## src/rtl/sport4_pkg.sv

```systemverilog
// Shared definitions for the four-mode serial port.
package sport4_pkg;
    typedef enum logic [1:0] {
        MODE_SHIFT = 2'd0,
        MODE_ASY8  = 2'd1,
        MODE_FIX9  = 2'd2,
        MODE_TMR9  = 2'd3
    } port_mode_t;

    localparam int OS_RATE = 16;   // oversampling ticks per asynchronous bit
endpackage

```

## src/rtl/sport4_baud.sv

```systemverilog
// Oversampling tick generator.
// Mode 2: one tick every M2_DIV/16 clocks, or half that when dbl is set.
// Modes 1 and 3: one tick every second timer overflow, or every overflow when dbl is set.
// Assumes M2_DIV is a multiple of 32 and tmr_ovf is a one-cycle pulse.
module sport4_baud #(
    parameter int M2_DIV = 64
) (
    input  logic       clk,
    input  logic       rst_n,
    input  logic [1:0] mode,
    input  logic       dbl,
    input  logic       tmr_ovf,
    output logic       os_tick
);
    import sport4_pkg::*;

    localparam int FIX_STEP = M2_DIV / OS_RATE;
    localparam int CW       = (FIX_STEP > 2) ? $clog2(FIX_STEP) : 1;

    logic [CW-1:0] div_q;
    logic          half_q;
    logic [CW-1:0] lim;

    // Terminal count of the fixed-rate divider.
    always_comb lim = dbl ? CW'(FIX_STEP / 2 - 1) : CW'(FIX_STEP - 1);

    // Produce one registered tick per oversample period.
    always_ff @(posedge clk) begin
        if (!rst_n) begin
            div_q   <= '0;
            half_q  <= 1'b0;
            os_tick <= 1'b0;
        end else begin
            os_tick <= 1'b0;
            if (mode == MODE_FIX9) begin
                if (div_q >= lim) begin
                    div_q   <= '0;
                    os_tick <= 1'b1;
                end else begin
                    div_q <= div_q + 1'b1;
                end
            end else if (tmr_ovf) begin
                half_q  <= ~half_q;
                os_tick <= dbl | half_q;
            end
        end
    end

    assert_tick_gap_R4: assert property (@(posedge clk) disable iff (!rst_n)
        (mode == MODE_FIX9 && $past(mode) == MODE_FIX9 && os_tick) |=> !os_tick);
endmodule

```

## src/rtl/sport4_tx.sv

```systemverilog
// Transmitter.
// Mode 0 shifts DW bits out with a shift clock, each bit lasting M0_DIV clocks.
// The other modes send start, data (least significant bit first), an optional ninth bit and stop.
// Each asynchronous bit spans OS_RATE ticks.
// Assumes mode is constant during a frame; a write while busy is ignored.
module sport4_tx #(
    parameter int DW     = 8,
    parameter int M0_DIV = 12
) (
    input  logic          clk,
    input  logic          rst_n,
    input  logic [1:0]    mode,
    input  logic          os_tick,
    input  logic          wr_stb,
    input  logic [DW-1:0] wr_data,
    input  logic          tx_bit9,
    input  logic          clr_tx,
    output logic          txd,
    output logic          shclk,
    output logic          tx_done
);
    import sport4_pkg::*;

    localparam int FW   = DW + 3;
    localparam int LW   = $clog2(FW + 1);
    localparam int SMAX = (M0_DIV > OS_RATE) ? M0_DIV : OS_RATE;
    localparam int SW   = $clog2(SMAX);

    logic          busy_q, pend_q, sync_q;
    logic [FW-1:0] sh_q;
    logic [LW-1:0] left_q;
    logic [SW-1:0] sub_q;

    // Frame sequencing, bit timing and done flag.
    always_ff @(posedge clk) begin
        if (!rst_n) begin
            busy_q  <= 1'b0;
            pend_q  <= 1'b0;
            sync_q  <= 1'b0;
            sh_q    <= '1;
            left_q  <= '0;
            sub_q   <= '0;
            txd     <= 1'b1;
            shclk   <= 1'b1;
            tx_done <= 1'b0;
        end else begin
            if (clr_tx) tx_done <= 1'b0;
            if (!busy_q) begin
                if (wr_stb) begin
                    busy_q <= 1'b1;
                    sub_q  <= '0;
                    if (mode == MODE_SHIFT) begin
                        sync_q <= 1'b1;
                        pend_q <= 1'b0;
                        sh_q   <= {{(FW-DW){1'b1}}, wr_data};
                        left_q <= LW'(DW);
                        txd    <= wr_data[0];
                        shclk  <= 1'b0;
                    end else begin
                        sync_q <= 1'b0;
                        pend_q <= 1'b1;
                        sh_q   <= {1'b1, (mode[1] ? tx_bit9 : 1'b1), wr_data, 1'b0};
                        left_q <= mode[1] ? LW'(DW + 3) : LW'(DW + 2);
                    end
                end
            end else if (sync_q) begin
                if (sub_q == SW'(M0_DIV - 1)) begin
                    sub_q <= '0;
                    if (left_q == LW'(1)) begin
                        busy_q  <= 1'b0;
                        tx_done <= 1'b1;
                        txd     <= 1'b1;
                        shclk   <= 1'b1;
                    end else begin
                        sh_q   <= {1'b1, sh_q[FW-1:1]};
                        txd    <= sh_q[1];
                        shclk  <= 1'b0;
                        left_q <= left_q - 1'b1;
                    end
                end else begin
                    sub_q <= sub_q + 1'b1;
                    if (sub_q == SW'(M0_DIV / 2 - 1)) shclk <= 1'b1;
                end
            end else if (os_tick) begin
                if (pend_q) begin
                    pend_q <= 1'b0;
                    txd    <= sh_q[0];
                    sub_q  <= '0;
                end else if (sub_q == SW'(OS_RATE - 1)) begin
                    sub_q <= '0;
                    if (left_q == LW'(1)) begin
                        busy_q  <= 1'b0;
                        tx_done <= 1'b1;
                        txd     <= 1'b1;
                    end else begin
                        sh_q   <= {1'b1, sh_q[FW-1:1]};
                        txd    <= sh_q[1];
                        left_q <= left_q - 1'b1;
                    end
                end else begin
                    sub_q <= sub_q + 1'b1;
                end
            end
        end
    end

    assert_idle_lines_R1: assert property (@(posedge clk) disable iff (!rst_n)
        !busy_q |-> (txd && shclk));
    assert_done_at_end_R6: assert property (@(posedge clk) disable iff (!rst_n)
        $rose(tx_done) |-> $past(busy_q));
    assert_done_sticky_R6: assert property (@(posedge clk) disable iff (!rst_n)
        (tx_done && !clr_tx) |=> tx_done);
endmodule

```

## src/rtl/sport4_rx.sv

```systemverilog
// Asynchronous receiver for modes 1 to 3.
// It detects a low start bit on an oversampling tick and takes three samples at ticks 7 to 9 of each bit.
// The majority value is used. A start bit that is high at mid-bit or a stop bit that is low ends the frame with no result.
// Assumes mode is constant during a frame.
module sport4_rx #(
    parameter int DW = 8
) (
    input  logic          clk,
    input  logic          rst_n,
    input  logic [1:0]    mode,
    input  logic          os_tick,
    input  logic          rx_en,
    input  logic          rxd,
    input  logic          clr_rx,
    output logic [DW-1:0] rd_data,
    output logic          rx_bit9,
    output logic          rx_done
);
    import sport4_pkg::*;

    localparam int IW = $clog2(DW + 3);

    logic          s1_q, s2_q, active_q, nine_q, maj;
    logic [3:0]    sub_q;
    logic [IW-1:0] idx_q, last_idx;
    logic [1:0]    vote_q;
    logic [DW:0]   shf_q;

    // Majority of the two stored samples and the current one.
    always_comb begin
        maj      = (vote_q[1] & vote_q[0]) | (vote_q[1] & s2_q) | (vote_q[0] & s2_q);
        last_idx = nine_q ? IW'(DW + 2) : IW'(DW + 1);
    end

    // Bring rxd into the clock domain.
    always_ff @(posedge clk) begin
        if (!rst_n) begin
            s1_q <= 1'b1;
            s2_q <= 1'b1;
        end else begin
            s1_q <= rxd;
            s2_q <= s1_q;
        end
    end

    // Start detection, bit sampling, assembly and done flag.
    always_ff @(posedge clk) begin
        if (!rst_n) begin
            active_q <= 1'b0;
            nine_q   <= 1'b0;
            sub_q    <= '0;
            idx_q    <= '0;
            vote_q   <= '0;
            shf_q    <= '0;
            rd_data  <= '0;
            rx_bit9  <= 1'b0;
            rx_done  <= 1'b0;
        end else begin
            if (clr_rx) rx_done <= 1'b0;
            if (!active_q) begin
                if (os_tick && rx_en && !s2_q && mode != MODE_SHIFT) begin
                    active_q <= 1'b1;
                    nine_q   <= mode[1];
                    sub_q    <= 4'd1;
                    idx_q    <= '0;
                end
            end else if (os_tick) begin
                sub_q <= sub_q + 1'b1;
                if (sub_q == 4'd7 || sub_q == 4'd8) vote_q <= {vote_q[0], s2_q};
                if (sub_q == 4'd15) idx_q <= idx_q + 1'b1;
                if (sub_q == 4'd9) begin
                    if (idx_q == '0) begin
                        if (maj) active_q <= 1'b0;
                    end else if (idx_q == last_idx) begin
                        active_q <= 1'b0;
                        if (maj) begin
                            rx_done <= 1'b1;
                            if (nine_q) begin
                                rd_data <= shf_q[DW-1:0];
                                rx_bit9 <= shf_q[DW];
                            end else begin
                                rd_data <= shf_q[DW:1];
                            end
                        end
                    end else begin
                        shf_q <= {maj, shf_q[DW:1]};
                    end
                end
            end
        end
    end

    assert_disabled_stays_idle_R11: assert property (@(posedge clk) disable iff (!rst_n)
        (!rx_en && !active_q) |=> !active_q);
    assert_rx_done_sticky_R7: assert property (@(posedge clk) disable iff (!rst_n)
        (rx_done && !clr_rx) |=> rx_done);
    assert_rx_done_needs_frame_R7: assert property (@(posedge clk) disable iff (!rst_n)
        $rose(rx_done) |-> $past(active_q));
endmodule

```

## src/rtl/sport4_top.sv

```systemverilog
// Four-mode serial port: ties together the tick generator, the transmitter and the receiver.
// Assumes mode and dbl change only between frames.
module sport4_top #(
    parameter int DW     = 8,
    parameter int M0_DIV = 12,
    parameter int M2_DIV = 64
) (
    input  logic          clk,
    input  logic          rst_n,
    input  logic [1:0]    mode,
    input  logic          dbl,
    input  logic          tmr_ovf,
    input  logic          wr_stb,
    input  logic [DW-1:0] wr_data,
    input  logic          tx_bit9,
    input  logic          clr_tx,
    input  logic          rx_en,
    input  logic          rxd,
    input  logic          clr_rx,
    output logic          txd,
    output logic          shclk,
    output logic          tx_done,
    output logic [DW-1:0] rd_data,
    output logic          rx_bit9,
    output logic          rx_done
);
    logic os_tick;

    sport4_baud #(.M2_DIV(M2_DIV)) u_baud (
        .clk(clk), .rst_n(rst_n), .mode(mode), .dbl(dbl),
        .tmr_ovf(tmr_ovf), .os_tick(os_tick)
    );

    sport4_tx #(.DW(DW), .M0_DIV(M0_DIV)) u_tx (
        .clk(clk), .rst_n(rst_n), .mode(mode), .os_tick(os_tick),
        .wr_stb(wr_stb), .wr_data(wr_data), .tx_bit9(tx_bit9), .clr_tx(clr_tx),
        .txd(txd), .shclk(shclk), .tx_done(tx_done)
    );

    sport4_rx #(.DW(DW)) u_rx (
        .clk(clk), .rst_n(rst_n), .mode(mode), .os_tick(os_tick),
        .rx_en(rx_en), .rxd(rxd), .clr_rx(clr_rx),
        .rd_data(rd_data), .rx_bit9(rx_bit9), .rx_done(rx_done)
    );
endmodule

```

## config.mk

```make
export PLATFORM = sky130hd
export DESIGN_NAME = sport4_top
export DESIGN_NICKNAME = d
export VERILOG_FILES = /design/src/rtl/sport4_pkg.sv /design/src/rtl/sport4_baud.sv /design/src/rtl/sport4_tx.sv /design/src/rtl/sport4_rx.sv /design/src/rtl/sport4_top.sv
export SDC_FILE = /design/constraint.sdc
export NUM_CORES = 1
export LEC_CHECK = 0
export CAP_MARGIN = 20
export CORE_MARGIN = 2
export CORE_UTILIZATION = 25
export CTS_BUF_LIST = sky130_fd_sc_hd__clkbuf_4
export DETAILED_ROUTE_END_ITERATION = 6
export GPL_ROUTABILITY_DRIVEN = 0
export SYNTH_ARGS = -nofsm -noshare
export SYNTH_HDL_FRONTEND = slang
export SYNTH_SLANG_ARGS = --single-unit
```

## constraint.sdc

```tcl
create_clock -name clk -period 3.82 [get_ports clk]
set_clock_uncertainty 0.1 [all_clocks]
set_input_delay 1.146 -clock clk [delete_from_list [all_inputs] [get_ports clk]]
set_output_delay 1.146 -clock clk [all_outputs]
set_load 0.02 [all_outputs]
```

Word-level counts from Yosys, hierarchy flattened
Index checks and enable logic that the tools add are counted.
- flip-flop bits (word level): 62
- bits of input ports: 20
- output and inout port bits: 13
- word-level logic and storage cells: 180
- add/sub/neg operators: 5
- magnitude comparators: 1
- equal/unequal tests: 21
- muxes and demuxes: 93
- bitwise gates (word level): 12
- reduce and logical (&&, ||, !) cells: 25
- operator list (kind ; number):
    two-way mux 4 bit ; 23
    two-way mux 11 bit ; 8
    two-way mux 1 bit ; 57
    == test 4 bit, second input constant ; 5
    inequality test 3 bit, second input constant ; 5
    AND reduction 5 bit ; 3
    adder 4 x 1 -> 4 bit, second input constant ; 3
    two-way mux 10 bit ; 1
    inequality test 2 bit, second input constant ; 5
    AND reduction 2 bit ; 5
    AND reduction 3 bit ; 3
    == test 4 x 3 -> 1 bit, second input constant ; 2
    two-way mux 8 bit ; 1
    nonzero test 2 bit ; 4
    AND reduction 7 bit ; 1
    two-way mux 2 bit ; 3
    NOT 1 bit ; 6
    AND reduction 6 bit ; 1
    == test 4 x 1 -> 1 bit, second input constant ; 1
    == test 4 bit ; 1
    zero test 4 bit ; 1
    inequality test 4 bit, second input constant ; 1
    AND reduction 4 bit ; 1
    subtractor 4 x 1 -> 4 bit, second input constant ; 1
    9 further kinds ; 15

Depth between registers and ports, before layout
- word-level depth: 9
- mapped depth: 8
- gate-level depth less buffers: 6

Cells and area by module
From an unflattened synthesis, not the netlist that was laid out.
- cells, all modules: 354
- area, all modules: 3249.4 um^2
- modules (own cells, without submodules) (module ; times used ; cells each ; area each (um^2) ; sequential area each (um^2)):
    sport4_rx ; 1 ; 164 ; 1620.3 ; 660.6
    sport4_tx ; 1 ; 169 ; 1430.1 ; 480.5
    sport4_baud ; 1 ; 21 ; 198.9 ; 80.1

Least setup slack after synthesis
Ideal clock, no wire load.
- path kind: input port to flip-flop
- start point: in mode[1]
- end point: reg u_tx.txd
- library setup time: 0.129 ns
- data arrival time: 2.346 ns
- data required time: 3.591 ns
- slack: 1.245 ns
- stages: 6
- cells stage by stage: or2_2 clkbuf_1 buf_2 a211oi_1 a21boi_0 nand3b_1
- word-level cells in the longest chain between the ends: 3
- ends and longest elaborated chain (what ; RTL line ; RTL):
    start, declared ; sport4_top.sv:10 ; input logic [1:0] mode,
    zero test 2 bit ; sport4_tx.sv:52 ; if (mode == MODE_SHIFT) begin
    nonzero test 2 bit (no line) ; -- ;
    AND reduction 5 bit (no line) ; -- ;
    end signal, assigned ; sport4_tx.sv:57 ; txd <= wr_data[0];
    end signal, assigned ; sport4_tx.sv:76 ; txd <= sh_q[1];
    end signal, assigned ; sport4_tx.sv:87 ; txd <= sh_q[0];
    end, declared ; sport4_tx.sv:18 ; output logic txd,
No other way between the ends.
A chain may end at the register's enable or synchronous reset.

Final worst setup path
- start point: in mode[1]
- end point: reg u_rx.idx_q[3]
- word-level cells in the longest chain between the ends: 4
- ends and longest elaborated chain (what ; RTL line ; RTL):
    nonzero test 2 bit ; sport4_rx.sv:61 ; if (os_tick && rx_en && !s2_q && mode != MODE_SHIFT) begin
    logical AND 1 bit ; sport4_rx.sv:61 ;
    nonzero test 2 bit (no line) ; -- ;
    AND reduction 3 bit (no line) ; -- ;
    end signal, assigned ; sport4_rx.sv:70 ; if (sub_q == 4'd15) idx_q <= idx_q + 1'b1;
    end, declared ; sport4_rx.sv:25 ; logic [IW-1:0] idx_q, last_idx;
No other way between the ends.

==> flow_summary.rst <==
.. list-table::
   :header-rows: 1

   * - Metric
     - Value
   * - Switching pwr
     - ~0.00036 W
   * - CTS root buffer
     - clkbuf_4
   * - Most common library cell in the layout ignoring fill and taps
     - dfxtp_1
   * - Distinct cell type count of the synthesized netlist
     - 61
   * - Min-Delay Startpoint
     - u_rx.s1_q
   * - Clock transition at the registers of the reported paths
     - approximately 120 ps
   * - Register bit total from synthesis
     - 61
   * - Synth-to-layout area growth
     - 20.2%
   * - Worst path arrival time
     - 3000 ps
   * - Number of sinks driven by the clock tree
     - between 60 and 70
   * - Post-synth EDFFs
     - 0
   * - Final net count
     - roughly 420
   * - Worst Setup Start Kind
     - input port
   * - Number of top-level design ports
     - 33
   * - Post-Syn Area per Cell
     - approximately 8.8 sq um
   * - Transition time at the pin with the least slew margin
     - roughly 940 ps
   * - Die area
     - about 14000 sq um
   * - Number of levels in the clock H-tree
     - 3
   * - Reg-to-Reg End
     - u_tx.sh_q[7]
   * - Post-route minimum period
     - 2750 ps
   * - Power share of the combinational group
     - 11.4%
   * - Initial antenna violation count
     - 0
   * - Final antenna-violating net count
     - 0
   * - Vertical die dimension
     - approximately 120 um
   * - Largest net degree at the start of global routing
     - 33
   * - Setup repair after global routing missed its margin
     - no
   * - Setup slack of the most critical reg-to-reg path
     - 1510 ps
   * - Crit Path Class
     - input port to flop
   * - DPL Wire Length
     - ~5000 um
   * - Worst hold path class
     - flop to flop
   * - Total of max-cap violations
     - 0
   * - Maximum clock rate
     - between 300 and 400 MHz
   * - Global-route wire length before repair
     - between 10000 and 15000 um
   * - Clk Latency, worst-skew pair
     - between 400 and 500 ps
   * - Share of synthesized flip-flops with an asynchronous set or reset
     - 0%
   * - Number of warning messages in the yosys log
     - 0
   * - Share of layout cells above drive strength 1
     - 8.72%
   * - Initial standard-cell utilization of the core
     - between 20% and 30%
   * - GRT Total Usage
     - 11.0%
   * - Worst Hold Path Cells
     - 1
   * - Count of standard-cell rows
     - 41
   * - Post-CTS setup buffers
     - 0
   * - DRC violations left
     - 0
   * - Worst Path Max Fanout
     - 16
   * - Data required time at the worst endpoint
     - around 4000 ps
   * - TritonCTS buffer count
     - 9
   * - Die X-Extent
     - around 120 um
   * - Internal power contribution
     - roughly 0.001 W
   * - Worst relative slew slack
     - a little under two fifths
   * - Share of total power consumed by net switching
     - between 20% and 30%
   * - Cell depth of the worst flop-to-flop path
     - 5
   * - Most used flip-flop cell after synthesis
     - dfxtp_1
   * - Mapped Nets
     - ~390
   * - Kind of capture point of the worst setup path
     - flop
   * - Max Root-Sink Buffers
     - 2
   * - Worst ir drop on vdd
     - around 0.11 mV
   * - Leakage power of the design
     - 1.29 nW
   * - Clock network power share
     - 39.0%
   * - Sum of negative setup slack
     - 0 ps
   * - Final core utilization
     - a little under a third
   * - Final count of hold timing violations
     - 0
   * - TritonCTS clock tree
     - built
   * - Number of standard cells after synthesis
     - between 300 and 400
   * - Period utilisation layout
     - 71.9%
   * - Pre-antenna DRT Iters
     - 4
   * - Number of global-route vias before repair
     - around 2500
   * - Drt via density
     - around 4.8
   * - Number of vias in the routed layout
     - approximately 2700
   * - Cts hold-fix bufs
     - 0
   * - Initial DRC count
     - 124
   * - Sequential power share
     - around half
   * - Sequential area share after synthesis
     - between 30 and 40%
   * - FF-to-FF Start
     - u_tx.sub_q[0]
   * - Final setup violation count
     - 0
   * - Hold endpoint
     - u_rx.s2_q
   * - Core Region
     - about 13000 sq um
   * - Max-slew violations
     - 0
   * - Detailed-route wire length
     - between 7000 and 8000 um
   * - Number of buffers added on ports
     - 32
   * - Per-cell routed wire length
     - between 10 and 15 um
   * - Ratio of total power to cell area
     - around 360 nW/um^2
   * - Global-route congestion overflow total
     - 0
   * - Antenna diode count
     - 0
   * - Status
     - finished, final reports clean
   * - Cell Area, Synth
     - ~3200 sq um
   * - Count of cells resized by post-cts repair
     - 0
   * - Highest-count cells in the layout ignoring fill and taps
     - 61 x dfxtp_1, 35 x a21oi_1, 34 x nand2_1
registers in the layout, summed over array words and instances (netlist names), 2 cells and up:
register      count
u_tx.sh_q        10
u_rx.sub_q        4
u_rx.rd_data      8
u_rx.vote_q       2
u_rx.shf_q        9
u_tx.left_q       4
u_baud.div_q      2
u_rx.idx_q        4
u_tx.sub_q        4
worst max-delay path, stage by stage:
cell and delay [ps]:
clkdlybuf4s50_1 540, or2_2 400, a21oi_1 240, or4_1 540, a21boi_1 140
through the flow:
step | hold slack, ps | cell area [sq um] | setup WS (ps) | cells | power (W)
after floorplan | 286 | 3170 | 1240 | 359 | 0.000787
after global placement | 291 | 3650 | 651 | 546 | 0.000841
after detailed placement | 298 | 3650 | 611 | 546 | 0.000843
after CTS | 328 | 3820 | 1080 | 562 | 0.00137
after global routing | 337 | 3820 | 956 | 562 | 0.00142
final | 324 | 3820 | 1070 | 562 | 0.00136
cell families after synthesis:
group           after synthesis  synth area share, %
simple gates                111                 18.9
mux                          27                 8.51
compound gates              108                 23.4
buf+inv                      39                 5.32
fa+ha+maj                    11                 4.26
xor+xnor                      2                 1.14
flops                        61                 38.5
metal layers:
| metal | track usage [%] | vias up | routed length (um) |
|---|---|---|---|
| li1 | - | 1370 | - |
| met1 | 15.6 | 1262 | 3740 |
| met2 | 16.1 | 40 | 3170 |
| met3 | 2.34 | 8 | 216 |
| met4 | 4.55 | 0 | 102 |
| met5 | 0 | - | 0 |
cell type report:
type	instances	area, sq um
multi-input combinational	259	1780
inverter	14	52.6
sequential	61	1220
fill	1350	8700
tap	172	215
timing repair buffer	40	380
clock inverter	6	87.6
clock buffer	10	75.1
worst max-delay path by stage:
stage	cells past startpoint	from	slack, ps	to
after floorplan	6	mode[1]	1240	u_tx.txd
after global placement	5	mode[1]	650	u_rx.idx_q[3]
after detailed placement	5	mode[1]	610	u_rx.idx_q[3]
after CTS	5	mode[1]	1080	u_rx.idx_q[3]
after global routing	5	mode[1]	960	u_rx.idx_q[3]
final	5	mode[1]	1070	u_rx.idx_q[3]
synthesized netlist by cell type (all sizes together), types with 3 or more instances:
cell type   n  area [sq um]
nand2b      9          56.3
inv        14          52.6
or3         3          18.8
a21boi      3          22.5
a311oi      8          70.1
a21oi      35           175
nor2b       7          43.8
clkbuf     14          52.6
nand3       7          35.0
a211oi      5          37.5
o31ai       4          30.0
o2111a      7          78.8
ha         10           125
nand2      35           134
a31oi       4          25.0
nor3b       4          35.0
o211ai      3          22.5
nand3b      5          37.5
nor3        5          25.0
mux2i      27           270
or4         4          30.0
dfxtp      61          1220
nor2       15          56.3
and2        3          18.8
nand4       3          18.8
o22ai       3          18.8
o21ai      20           100
buf        11          63.8
power groups by stage:
| stage | Clock, W | Sequential, W | Combinational [W] |
|---|---|---|---|
| 5_1_grt | 0.000568 | 0.000678 | 0.000171 |
| 6_report | 0.000531 | 0.000675 | 0.000155 |
| 2_1_floorplan | 0 | 0.000685 | 0.000102 |
| 4_1_cts | 0.000544 | 0.000675 | 0.000155 |
| 3_5_place_dp | 0 | 0.000689 | 0.000155 |
| 3_3_place_gp | 0 | 0.000689 | 0.000153 |
Power figures use the tool's default switching activity.
